## config.mk

```make
export PLATFORM = sky130hd
export DESIGN_NAME = dma_seq_chan
export DESIGN_NICKNAME = d
export VERILOG_FILES = /design/src/rtl/dma_seq_pkg.sv /design/src/rtl/dma_req_detect.sv /design/src/rtl/dma_gap_timer.sv /design/src/rtl/dma_addr_step.sv /design/src/rtl/dma_seq_chan.sv
export SDC_FILE = /design/constraint.sdc
export NUM_CORES = 1
export LEC_CHECK = 0
export BUFFER_PORTS_ARGS = -buffer_cell sky130_fd_sc_hd__buf_2
export CAP_MARGIN = 20
export CORE_UTILIZATION = 51
export DETAILED_ROUTE_END_ITERATION = 8
export PLACE_DENSITY = 0.78
export REMOVE_ABC_BUFFERS = 1
export SETUP_SLACK_MARGIN = 0.4
export SYNTH_ARGS = -nofsm -noshare
export SYNTH_HDL_FRONTEND = slang
export SYNTH_HIERARCHICAL = 1
export SYNTH_SLANG_ARGS = --single-unit
```

## constraint.sdc

```tcl
create_clock -name clk -period 3.6 [get_ports clk]
set_input_delay 0.18 -clock clk [delete_from_list [all_inputs] [get_ports clk]]
set_output_delay 0.18 -clock clk [all_outputs]
set_load 0.01 [all_outputs]
```

## src/rtl/dma_seq_pkg.sv

```systemverilog
// Shared encodings for the DMA channel sequencer.
// Assumes: all modules of the channel import this package.
package dma_seq_pkg;
    typedef enum logic [1:0] {
        BM_STEAL  = 2'd0,
        BM_GAPPED = 2'd1,
        BM_BURST  = 2'd2
    } bus_mode_e;

    typedef enum logic [1:0] {
        AS_FIXED = 2'd0,
        AS_INC   = 2'd1,
        AS_DEC   = 2'd2
    } addr_step_e;

    typedef enum logic [1:0] {
        SQ_IDLE  = 2'd0,
        SQ_ARB   = 2'd1,
        SQ_READ  = 2'd2,
        SQ_WRITE = 2'd3
    } seq_state_e;
endpackage

```

## src/rtl/dma_req_detect.sv

```systemverilog
// Request front end. Selects between an active-low external level and an
// edge-detected on-chip pulse. The on-chip edge is kept as a pending flag
// until the sequencer accepts a transfer.
// Assumes: both request inputs are already synchronous to clk.
module dma_req_detect (
    input  logic clk,
    input  logic rst_n,
    input  logic sel_ext,
    input  logic ext_req_n,
    input  logic periph_req,
    input  logic accept,
    output logic req_active
);
    logic periph_q;
    logic pending_q;
    logic periph_edge;

    assign periph_edge = periph_req && !periph_q;

    // Remember the previous on-chip level for edge detection.
    always_ff @(posedge clk) begin
        if (!rst_n) periph_q <= 1'b0;
        else        periph_q <= periph_req;
    end

    // Pending flag: a new edge sets it, an accepted transfer clears it.
    always_ff @(posedge clk) begin
        if (!rst_n)           pending_q <= 1'b0;
        else if (periph_edge) pending_q <= 1'b1;
        else if (accept)      pending_q <= 1'b0;
    end

    assign req_active = sel_ext ? !ext_req_n : pending_q;

    // an edge always leaves a pending request behind.
    p_edge_sets_pending_r9: assert property (@(posedge clk) disable iff (!rst_n)
        periph_edge |=> pending_q);
endmodule

```

## src/rtl/dma_gap_timer.sv

```systemverilog
// Idle-gap timer for the gapped cycle-steal mode. It is loaded when the bus
// is released and counts down to zero. It reports active while counting.
// Assumes: GAP_LONG >= GAP_SHORT > 0.
module dma_gap_timer #(
    parameter int GAP_SHORT = 16,
    parameter int GAP_LONG  = 64
) (
    input  logic clk,
    input  logic rst_n,
    input  logic load,
    input  logic long_sel,
    output logic active
);
    localparam int GW = $clog2(GAP_LONG + 1);
    localparam logic [GW-1:0] SHORT_V = GW'(GAP_SHORT);
    localparam logic [GW-1:0] LONG_V  = GW'(GAP_LONG);

    logic [GW-1:0] cnt_q;

    // Load on release, then count down to zero.
    always_ff @(posedge clk) begin
        if (!rst_n)           cnt_q <= '0;
        else if (load)        cnt_q <= long_sel ? LONG_V : SHORT_V;
        else if (cnt_q != '0) cnt_q <= cnt_q - 1'b1;
    end

    assign active = (cnt_q != '0);

    // the count never exceeds the longer setting.
    p_gap_bounded_r5: assert property (@(posedge clk) disable iff (!rst_n)
        cnt_q <= LONG_V);
endmodule

```

## src/rtl/dma_addr_step.sv

```systemverilog
// One address register with load and a fixed, incrementing or decrementing
// step, moved once per completed bus cycle on its side.
// Assumes: step and load are never high in the same cycle.
module dma_addr_step
    import dma_seq_pkg::*;
#(
    parameter int AW   = 32,
    parameter int STEP = 4
) (
    input  logic          clk,
    input  logic          rst_n,
    input  logic          load,
    input  logic [AW-1:0] load_val,
    input  logic          step,
    input  addr_step_e    mode,
    output logic [AW-1:0] addr
);
    localparam logic [AW-1:0] STEP_V = AW'(STEP);

    // Hold, load or step the address.
    always_ff @(posedge clk) begin
        if (!rst_n)     addr <= '0;
        else if (load)  addr <= load_val;
        else if (step) begin
            case (mode)
                AS_INC:  addr <= addr + STEP_V;
                AS_DEC:  addr <= addr - STEP_V;
                default: addr <= addr;
            endcase
        end
    end

    // a fixed address never moves on a step.
    p_fixed_holds_r2: assert property (@(posedge clk) disable iff (!rst_n)
        (step && !load && mode == AS_FIXED) |=> addr == $past(addr));
endmodule

```

## src/rtl/dma_seq_chan.sv

```systemverilog
// One DMA channel sequencer. It runs dual-address transfers (a read, then a
// write) in plain cycle-steal, gapped cycle-steal or burst bus mode, and
// handles bus request and release and the transfer count.
// Assumes: the configuration inputs are sampled only on an accepted start;
// the grant stays high while bus_req is high.
module dma_seq_chan
    import dma_seq_pkg::*;
#(
    parameter int         AW            = 32,
    parameter int         DW            = 32,
    parameter int         CW            = 16,
    parameter int         STEP          = 4,
    parameter int         GAP_SHORT     = 16,
    parameter int         GAP_LONG      = 64,
    parameter logic [7:0] BURST_OK_MASK = 8'b0001_1111
) (
    input  logic          clk,
    input  logic          rst_n,
    input  logic          start,
    input  logic [AW-1:0] start_src,
    input  logic [AW-1:0] start_dst,
    input  logic [CW-1:0] start_count,
    input  logic [1:0]    cfg_bus_mode,
    input  logic          cfg_gap_long,
    input  logic          cfg_req_ext,
    input  logic [2:0]    cfg_src_id,
    input  logic [1:0]    cfg_src_step,
    input  logic [1:0]    cfg_dst_step,
    input  logic          ext_req_n,
    input  logic          periph_req,
    output logic          bus_req,
    input  logic          bus_gnt,
    output logic          cmd_valid,
    output logic          cmd_write,
    output logic [AW-1:0] cmd_addr,
    output logic [DW-1:0] cmd_wdata,
    input  logic          cmd_ready,
    input  logic [DW-1:0] rd_data,
    output logic          busy,
    output logic [CW-1:0] count_left,
    output logic          done_pulse
);
    localparam logic [CW-1:0] ONE = CW'(1);

    seq_state_e    state_q, state_d;
    bus_mode_e     mode_q, mode_start;
    addr_step_e    src_mode_q, dst_mode_q;
    logic          ext_sel_q, gap_long_q;
    logic [CW-1:0] count_q;
    logic [DW-1:0] data_q;
    logic          busy_q;
    logic          done_q;
    logic          start_fire, launch, rd_done, wr_done, last_xfer;
    logic          keep_bus, req_active, gap_active, gap_load;
    logic          burst_ok;
    logic [AW-1:0] src_addr, dst_addr;

    // Accept a start only when idle and with a nonzero count.
    assign start_fire = start && !busy_q && (start_count != '0);

    // Burst is allowed for the external line or for listed on-chip sources.
    assign burst_ok = cfg_req_ext || BURST_OK_MASK[cfg_src_id];

    // Resolve the mode used for this run, demoting burst when not allowed.
    always_comb begin
        case (cfg_bus_mode)
            2'd1:    mode_start = BM_GAPPED;
            2'd2:    mode_start = burst_ok ? BM_BURST : BM_STEAL;
            default: mode_start = BM_STEAL;
        endcase
    end

    // Latch the per-run configuration on an accepted start.
    always_ff @(posedge clk) begin
        if (!rst_n) begin
            mode_q     <= BM_STEAL;
            ext_sel_q  <= 1'b0;
            gap_long_q <= 1'b0;
            src_mode_q <= AS_FIXED;
            dst_mode_q <= AS_FIXED;
        end else if (start_fire) begin
            mode_q     <= mode_start;
            ext_sel_q  <= cfg_req_ext;
            gap_long_q <= cfg_gap_long;
            src_mode_q <= addr_step_e'(cfg_src_step);
            dst_mode_q <= addr_step_e'(cfg_dst_step);
        end
    end

    dma_req_detect u_req (
        .clk        (clk),
        .rst_n      (rst_n),
        .sel_ext    (ext_sel_q),
        .ext_req_n  (ext_req_n),
        .periph_req (periph_req),
        .accept     (launch),
        .req_active (req_active)
    );

    dma_gap_timer #(
        .GAP_SHORT (GAP_SHORT),
        .GAP_LONG  (GAP_LONG)
    ) u_gap (
        .clk      (clk),
        .rst_n    (rst_n),
        .load     (gap_load),
        .long_sel (gap_long_q),
        .active   (gap_active)
    );

    // A transfer starts from idle only when enabled, out of a gap and requested.
    assign launch    = (state_q == SQ_IDLE) && busy_q && !gap_active && req_active;
    assign rd_done   = (state_q == SQ_READ) && cmd_ready;
    assign wr_done   = (state_q == SQ_WRITE) && cmd_ready;
    assign last_xfer = (count_q == ONE);
    // Burst continues while the external level is held; on-chip bursts run to the end.
    assign keep_bus  = (mode_q == BM_BURST) && (!ext_sel_q || req_active);
    assign gap_load  = wr_done && !last_xfer && (mode_q == BM_GAPPED);

    // Next-state logic for the bus sequence.
    always_comb begin
        state_d = state_q;
        case (state_q)
            SQ_IDLE:  if (launch)  state_d = SQ_ARB;
            SQ_ARB:   if (bus_gnt) state_d = SQ_READ;
            SQ_READ:  if (cmd_ready) state_d = SQ_WRITE;
            SQ_WRITE: if (cmd_ready)
                          state_d = (!last_xfer && keep_bus) ? SQ_READ : SQ_IDLE;
            default:  state_d = SQ_IDLE;
        endcase
    end

    // State register.
    always_ff @(posedge clk) begin
        if (!rst_n) state_q <= SQ_IDLE;
        else        state_q <= state_d;
    end

    // Channel enable, transfer count and end pulse.
    always_ff @(posedge clk) begin
        if (!rst_n) begin
            busy_q  <= 1'b0;
            count_q <= '0;
            done_q  <= 1'b0;
        end else begin
            done_q <= wr_done && last_xfer;
            if (start_fire) begin
                busy_q  <= 1'b1;
                count_q <= start_count;
            end else if (wr_done) begin
                count_q <= count_q - ONE;
                if (last_xfer) busy_q <= 1'b0;
            end
        end
    end

    // Capture read data for the following write.
    always_ff @(posedge clk) begin
        if (!rst_n)       data_q <= '0;
        else if (rd_done) data_q <= rd_data;
    end

    dma_addr_step #(.AW(AW), .STEP(STEP)) u_src (
        .clk      (clk),
        .rst_n    (rst_n),
        .load     (start_fire),
        .load_val (start_src),
        .step     (rd_done),
        .mode     (src_mode_q),
        .addr     (src_addr)
    );

    dma_addr_step #(.AW(AW), .STEP(STEP)) u_dst (
        .clk      (clk),
        .rst_n    (rst_n),
        .load     (start_fire),
        .load_val (start_dst),
        .step     (wr_done),
        .mode     (dst_mode_q),
        .addr     (dst_addr)
    );

    assign bus_req    = (state_q != SQ_IDLE);
    assign cmd_valid  = (state_q == SQ_READ) || (state_q == SQ_WRITE);
    assign cmd_write  = (state_q == SQ_WRITE);
    assign cmd_addr   = cmd_write ? dst_addr : src_addr;
    assign cmd_wdata  = data_q;
    assign busy       = busy_q;
    assign count_left = count_q;
    assign done_pulse = done_q;

    // bus commands only while granted.
    p_cmd_owns_bus_r11: assert property (@(posedge clk) disable iff (!rst_n)
        cmd_valid |-> bus_gnt);
    // end pulse lasts one cycle.
    p_done_single_r3: assert property (@(posedge clk) disable iff (!rst_n)
        done_pulse |=> !done_pulse);
    // at the end pulse the bus is free and the channel is off.
    p_done_released_r3: assert property (@(posedge clk) disable iff (!rst_n)
        done_pulse |-> (!bus_req && !busy));
    // the count only steps down by one unless reloaded.
    p_count_step_r3: assert property (@(posedge clk) disable iff (!rst_n)
        !start_fire |=> (count_q == $past(count_q) || count_q == $past(count_q) - ONE));
    // no bus request while the idle gap runs.
    p_gap_quiet_r5: assert property (@(posedge clk) disable iff (!rst_n)
        gap_active |-> !bus_req);
    // non-burst modes give up the bus after each write.
    p_steal_release_r4: assert property (@(posedge clk) disable iff (!rst_n)
        (wr_done && mode_q != BM_BURST) |=> !bus_req);
    // an on-chip burst keeps the bus until the last write.
    p_burst_holds_r6: assert property (@(posedge clk) disable iff (!rst_n)
        (wr_done && !last_xfer && mode_q == BM_BURST && !ext_sel_q) |=> bus_req);
endmodule

```

---- After elaboration in Yosys (flattened, before gate mapping) ----
Memories as Yosys holds them, arrays and structs flattened.
Cells that the tools add are included.
word-level totals
  output and inout bits ................... 85
  word-level logic and storage cells ...... 103
  flip-flop bits (word level) ............. 133
  memories kept ........................... 1
  memory bits (read-only) ................. 8
memories
  name             words  bits a word  read ports  clocked after Yosys merged registers in  wr ports  line                RTL
  (no name shown)  8      1            1           0                                        0         dma_seq_chan.sv:62  assign burst_ok = cfg_req_ext || BURST_OK_MASK[cfg_src_id];
cells by class
  add/sub/neg operators ................... 6
  eq/ne operators ......................... 16
  multiplexer cells ....................... 27
  reductions and logical operators ........ 37
  $lt $le $gt $ge ......................... 1
operators with widths
  operator               count
  $mux 32                5
  $pmux 32 s2            2
  $add 32x3->32 const B  2
  $sub 32x3->32 const B  2
  $mux 16                2
  $mux 7                 3
  $eq 16x1->1 const B    1
  $reduce_bool 16->1     1
  $sub 16x1->16 const B  1
  $logic_and 1x1->1      13
  $eq 2x2->1 const B     6
  $mux 2                 6
  $reduce_bool 2->1      6
  $eq 2x1->1 const B     5
  $pmux 2 s4             1
  $mux 1                 7
  $reduce_bool 7->1      1
  $sub 7x1->7 const B    1
  $logic_not 1->1        6
  $ne 2x2->1 const B     3
  $reduce_and 2->1       3
  $reduce_bool 3->1      2
  $lt 3x4->1 const B     1
  $pmux 2 s2             1
  4 further kinds        6

---- Logic depth before layout (Yosys ltp) ----
  word-level depth ........................ 8
  gate-level depth with buffers ........... 13

---- Hierarchy ----
Netlist, hierarchy kept.
by module, submodules not included
  module          area an instance (um2)  sequential area each (um2)  cells each  times used
  dma_addr_step   3359.5                  640.6                       481         2
  dma_seq_chan    2926.6                  1201.2                      360         1
  dma_gap_timer   350.3                   140.1                       41          1
  dma_req_detect  78.8                    40.0                        8           1

---- Least setup slack after synthesis ----
OpenSTA, ideal clock, no wires.
  path type ............................... reg2reg
  from .................................... register dst_mode_q[0]
  to ...................................... register u_dst.addr[24]
  data arrival time ....................... 3267 ps
  slack ................................... 207 ps
  required time ........................... 3475 ps
  stages on the path, launching flop included .. 14
  setup time .............................. 125 ps
  cells stage by stage .................... dfxtp_1 > nand2b_1 > buf_2 > buf_2 > buf_2 > buf_2 > xnor2_1 > ha_1 > nand3_1 > or3_1 > a2bb2oi_1 > or4_1 > or4b_1 > nand4_1
between the ends
  longest elaborated chain between the ends .. 4
  elaborated cells between the ends (all ways) .. 7
  classes of those cells .................. eq/ne: 2; mux: 3; reduce/logical: 2
ends and longest elaborated chain
  element                                          line                 RTL
  from (decl)                                      dma_seq_chan.sv:47   addr_step_e src_mode_q, dst_mode_q;
  from (signal assigned)                           dma_seq_chan.sv:86   dst_mode_q <= addr_step_e'(cfg_dst_step);
  $eq 2x2->1 / $eq 2x1->1 (equally long branches)  dma_addr_step.sv:25  case (mode)
  $pmux 32 s2                                      dma_addr_step.sv:25
  $mux 32                                          dma_addr_step.sv:24  else if (step) begin
  $mux 32                                          dma_addr_step.sv:23  else if (load) addr <= load_val;
  to (signal assigned)                             dma_addr_step.sv:23
  to (signal assigned)                             dma_addr_step.sv:26  AS_INC: addr <= addr + STEP_V;
  to (signal assigned)                             dma_addr_step.sv:27  AS_DEC: addr <= addr - STEP_V;
  to (decl)                                        dma_addr_step.sv:16  output logic [AW-1:0] addr
Several ways; a longest one is shown, not always the timed one. The select of a mux whose other input is x is not followed.
A chain may end at the register's enable or synchronous reset.

---- Worst setup path in the final report ----
Same ends and word-level chain as after synthesis.

==> run summary <==
=====================================================================================
Crit path launch type                                                            flop
Worst Tran Pin Value                                                         0.860 ns
Clk_skew                                                                    0.0104 ns
Dominant combinational cell family by area after synthesis               simple AND/OR/NAND/NOR gates
Clock-pin slew of the registers on the worst-case setup and hold paths        0.07 ns
Leading cell types by total area after synthesis                         dfxtp_1, nand2_1, o21ai_0
Warning count from the yosys run                                                    6
Die outline area                                                            20300 µm²
Post-Synthesis Cells                                                             1371
EDFF count, synth                                                                   0
Clock Root Buffer                                                           clkbuf_16
Clock tree from TritonCTS                                                         yes
Post-synth ARST share                                                               0
Die boundary width                                                             143 µm
Placer Congestion                                                               0.959
Share of the synthesized area in compound gates (AO/OA/AOI/OAI)                 0.246
IO Count                                                                          215
Highest net fanout along the worst path                                            10
Min cycle time layout                                                         3.00 ns
Summed negative setup slack over all endpoints                                   0 ns
Detailed-placement wirelength estimate                                       23900 µm
Commonest non-fill, non-tap cells in the layout                          buf_2, nand2_1, dfxtp_1
Synth area leader                                                             dfxtp_1
Register bit total from synthesis                                                 133
I/O Buffers                                                                       214
Simple-gate portion of the synthesized area                                     0.336
Iteration-0 DRC count of the detailed router                                     1275
Most common cell after layout, fill and taps aside                              buf_2
CTS max path bufs                                                                   2
DR vias/cell                                                                     6.37
Vertical die dimension                                                         143 µm
CTS sink count                                                                    133
DRT Pass-1 Iters                                                                    6
Vias in the first global route                                                  10453
Effective utilization at floorplan                                              0.519
Final layout net count                                                           1683
Distinct cell type count of the synthesized netlist                                84
Final Cycle Share                                                               0.833
Clk_lat worst skew                                                            0.44 ns
Max-slew headroom                                                               0.421
Placed inst area                                                            11100 µm²
Worst path arrival time                                                       3.32 ns
DRC errors left                                                                     0
Antenna violations before repair                                                    0
Portion of the post-synthesis area used by sequential elements                  0.264
P_leak                                                                        4.73 nW
Post-Synthesis Mean Instance Area                                            7.35 µm²
ANT cells                                                                           0
Total setup violations reported at the end of the flow                              0
Global-route total usage across every layer                                     0.328
Top cell type's share of synthesized area                                       0.264
Proportion of synthesized area in mux cells                                    0.0479
Worst EP required                                                             3.92 ns
Final number of hold-violating endpoints                                            0
Final design area excluding fillers                                         12200 µm²
Number of vias after detailed routing                                           11624
Global-route congestion overflow total                                              0
Final number of max-transition violations                                           0
Count of maximum capacitance violations                                             0
Synth Area in Adders                                                          0.00621
Average wire per cell in the routed design                                    18.8 µm
RSZ-0062 raised after global routing                                               no
Core Area                                                                   19400 µm²
VDD IR-drop max                                                              0.310 mV
Total clock buffers created by CTS                                                 17
Total of cells resized after clock tree synthesis                                   0
Area growth from synthesis to final layout                                      20.9%
Type of element capturing the critical path                                      flop
Run status                                                               finished clean
Flip-flop cell with the highest count after synthesis                         dfxtp_1
Worst hold path type                                                     input port to flop
DRT antenna net count                                                               0
Kind of critical path                                                    flop to flop
Number of standard-cell rows in the floorplan                                      51
Largest net degree at the start of global routing                                  60
Share of final-layout standard cells stronger than drive strength 1             0.227
Fmax                                                                          334 MHz
Final wirelength                                                             34300 µm
Post-synthesis share of cell area spent on xor and xnor gates                  0.0391
Htree depth                                                                         4
Cell area after synthesis                                                   10100 µm²
PD cells                                                                   378 nW/µm²
Global-route wire length before repair                                       53100 µm
=====================================================================================
-- metrics by stage --
step | hold WS (ns) | setup slack [ns] | std cells | util | power [mW]
final | 0.0102 | 0.603 | 1826 | 0.628 | 4.61
after CTS | 0.00397 | 0.706 | 1823 | 0.627 | 4.61
after global routing | 0.0191 | 0.443 | 1826 | 0.628 | 4.81
after global placement | 0.398 | 0.780 | 1747 | 0.574 | 2.82
after floorplan | 0.289 | -0.949 | 1247 | - | 2.45
after detailed placement | 0.406 | 0.710 | 1747 | 0.574 | 2.84
-- path summary, 6_finish.rpt --
kind / startpoint / endpoint / slack (ns) / cells past startpoint
max: dst_mode_q[0]$_SDFFE_PN0P_ / u_dst/addr[24]$_SDFFE_PN0P_ / 0.60 / 9
min: start_dst[1] / u_dst/addr[1]$_SDFFE_PN0P_ / 0.01 / 3
max reg2reg: dst_mode_q[0]$_SDFFE_PN0P_ / u_dst/addr[24]$_SDFFE_PN0P_ / 0.60 / 9
min reg2reg: cmd_wdata[4]$_SDFFE_PN0P_ / cmd_wdata[4]$_SDFFE_PN0P_ / 0.45 / 2
-- logic make-up after synthesis --
family / count (synthesis)
DFF: 133
buffers and inverters: 147
xor gates and xnor gates: 45
adders and majority gates: 5
AOI/OAI and AO/OA: 361
muxes: 44
and+or+nand+nor: 636
-- state kept, by name (all words and copies together), names as in the netlist, 2 cells and up --
register	cells
state_q	2
count_left	16
cmd_wdata	32
u_src/addr	32
mode_q	2
src_mode_q	2
u_gap/cnt_q	7
dst_mode_q	2
u_dst/addr	32
-- cell usage after synthesis, types with 16 or more instances --
cell,instances
and3_1,16
mux2_2,34
o21ai_0,94
a21oi_1,84
and2_1,21
dfxtp_1,133
nand3_1,49
nor4_1,43
nand2_1,205
nor2_1,73
inv_1,20
buf_2,37
xnor2_1,30
clkbuf_1,75
or4_1,17
or3_1,24
a31oi_1,16
nor3_1,63
nand4_1,22
-- what timing repair did --
action	4_1_cts	5_1_grt
hold endpoints to repair	44	0
setup endpoints to repair	0	1
buffers inserted	0	3
hold buffers	44	0
-- layer usage --
metal  share of wire  track usage  vias up  routed length, µm
met5               0            0        -                  0
met3           0.098       0.0747      113               3350
li1                -            -     5444                  -
met1            0.42        0.415     5354              14500
met4           0.038        0.174        0               1290
met2            0.44        0.519      713              15200
-- final cells by class --
| class | count | area [µm²] |
|---|---|---|
| Tap cell | 265 | 332 |
| Clock buffer | 17 | 425 |
| Fill cell | 1796 | 7220 |
| Multi-Input combinational cell | 1091 | 6810 |
| Inverter | 23 | 87.6 |
| Sequential cell | 133 | 2660 |
| Timing Repair Buffer | 282 | 1700 |
| Clock inverter | 15 | 160 |
-- report_power, final --
part | internal (mW) | total, mW | switching, mW | leakage [nW]
Clock | 0.925 | 1.73 | 0.806 | 0.283
Sequential | 1.58 | 1.81 | 0.231 | 1.09
Combinational | 0.471 | 1.07 | 0.594 | 3.36
-- worst max-delay path, cell delays in order, from the launching register on --
cell       delay, ns
dfxtp_1         0.51
nand2b_2        0.21
xnor2_1         0.12
ha_1            0.32
nand3_1         0.20
or3_1           0.48
a2bb2oi_1       0.20
or4_1           0.57
or4b_1          0.20
nand4_1         0.08
Power figures use the tool's default switching activity.
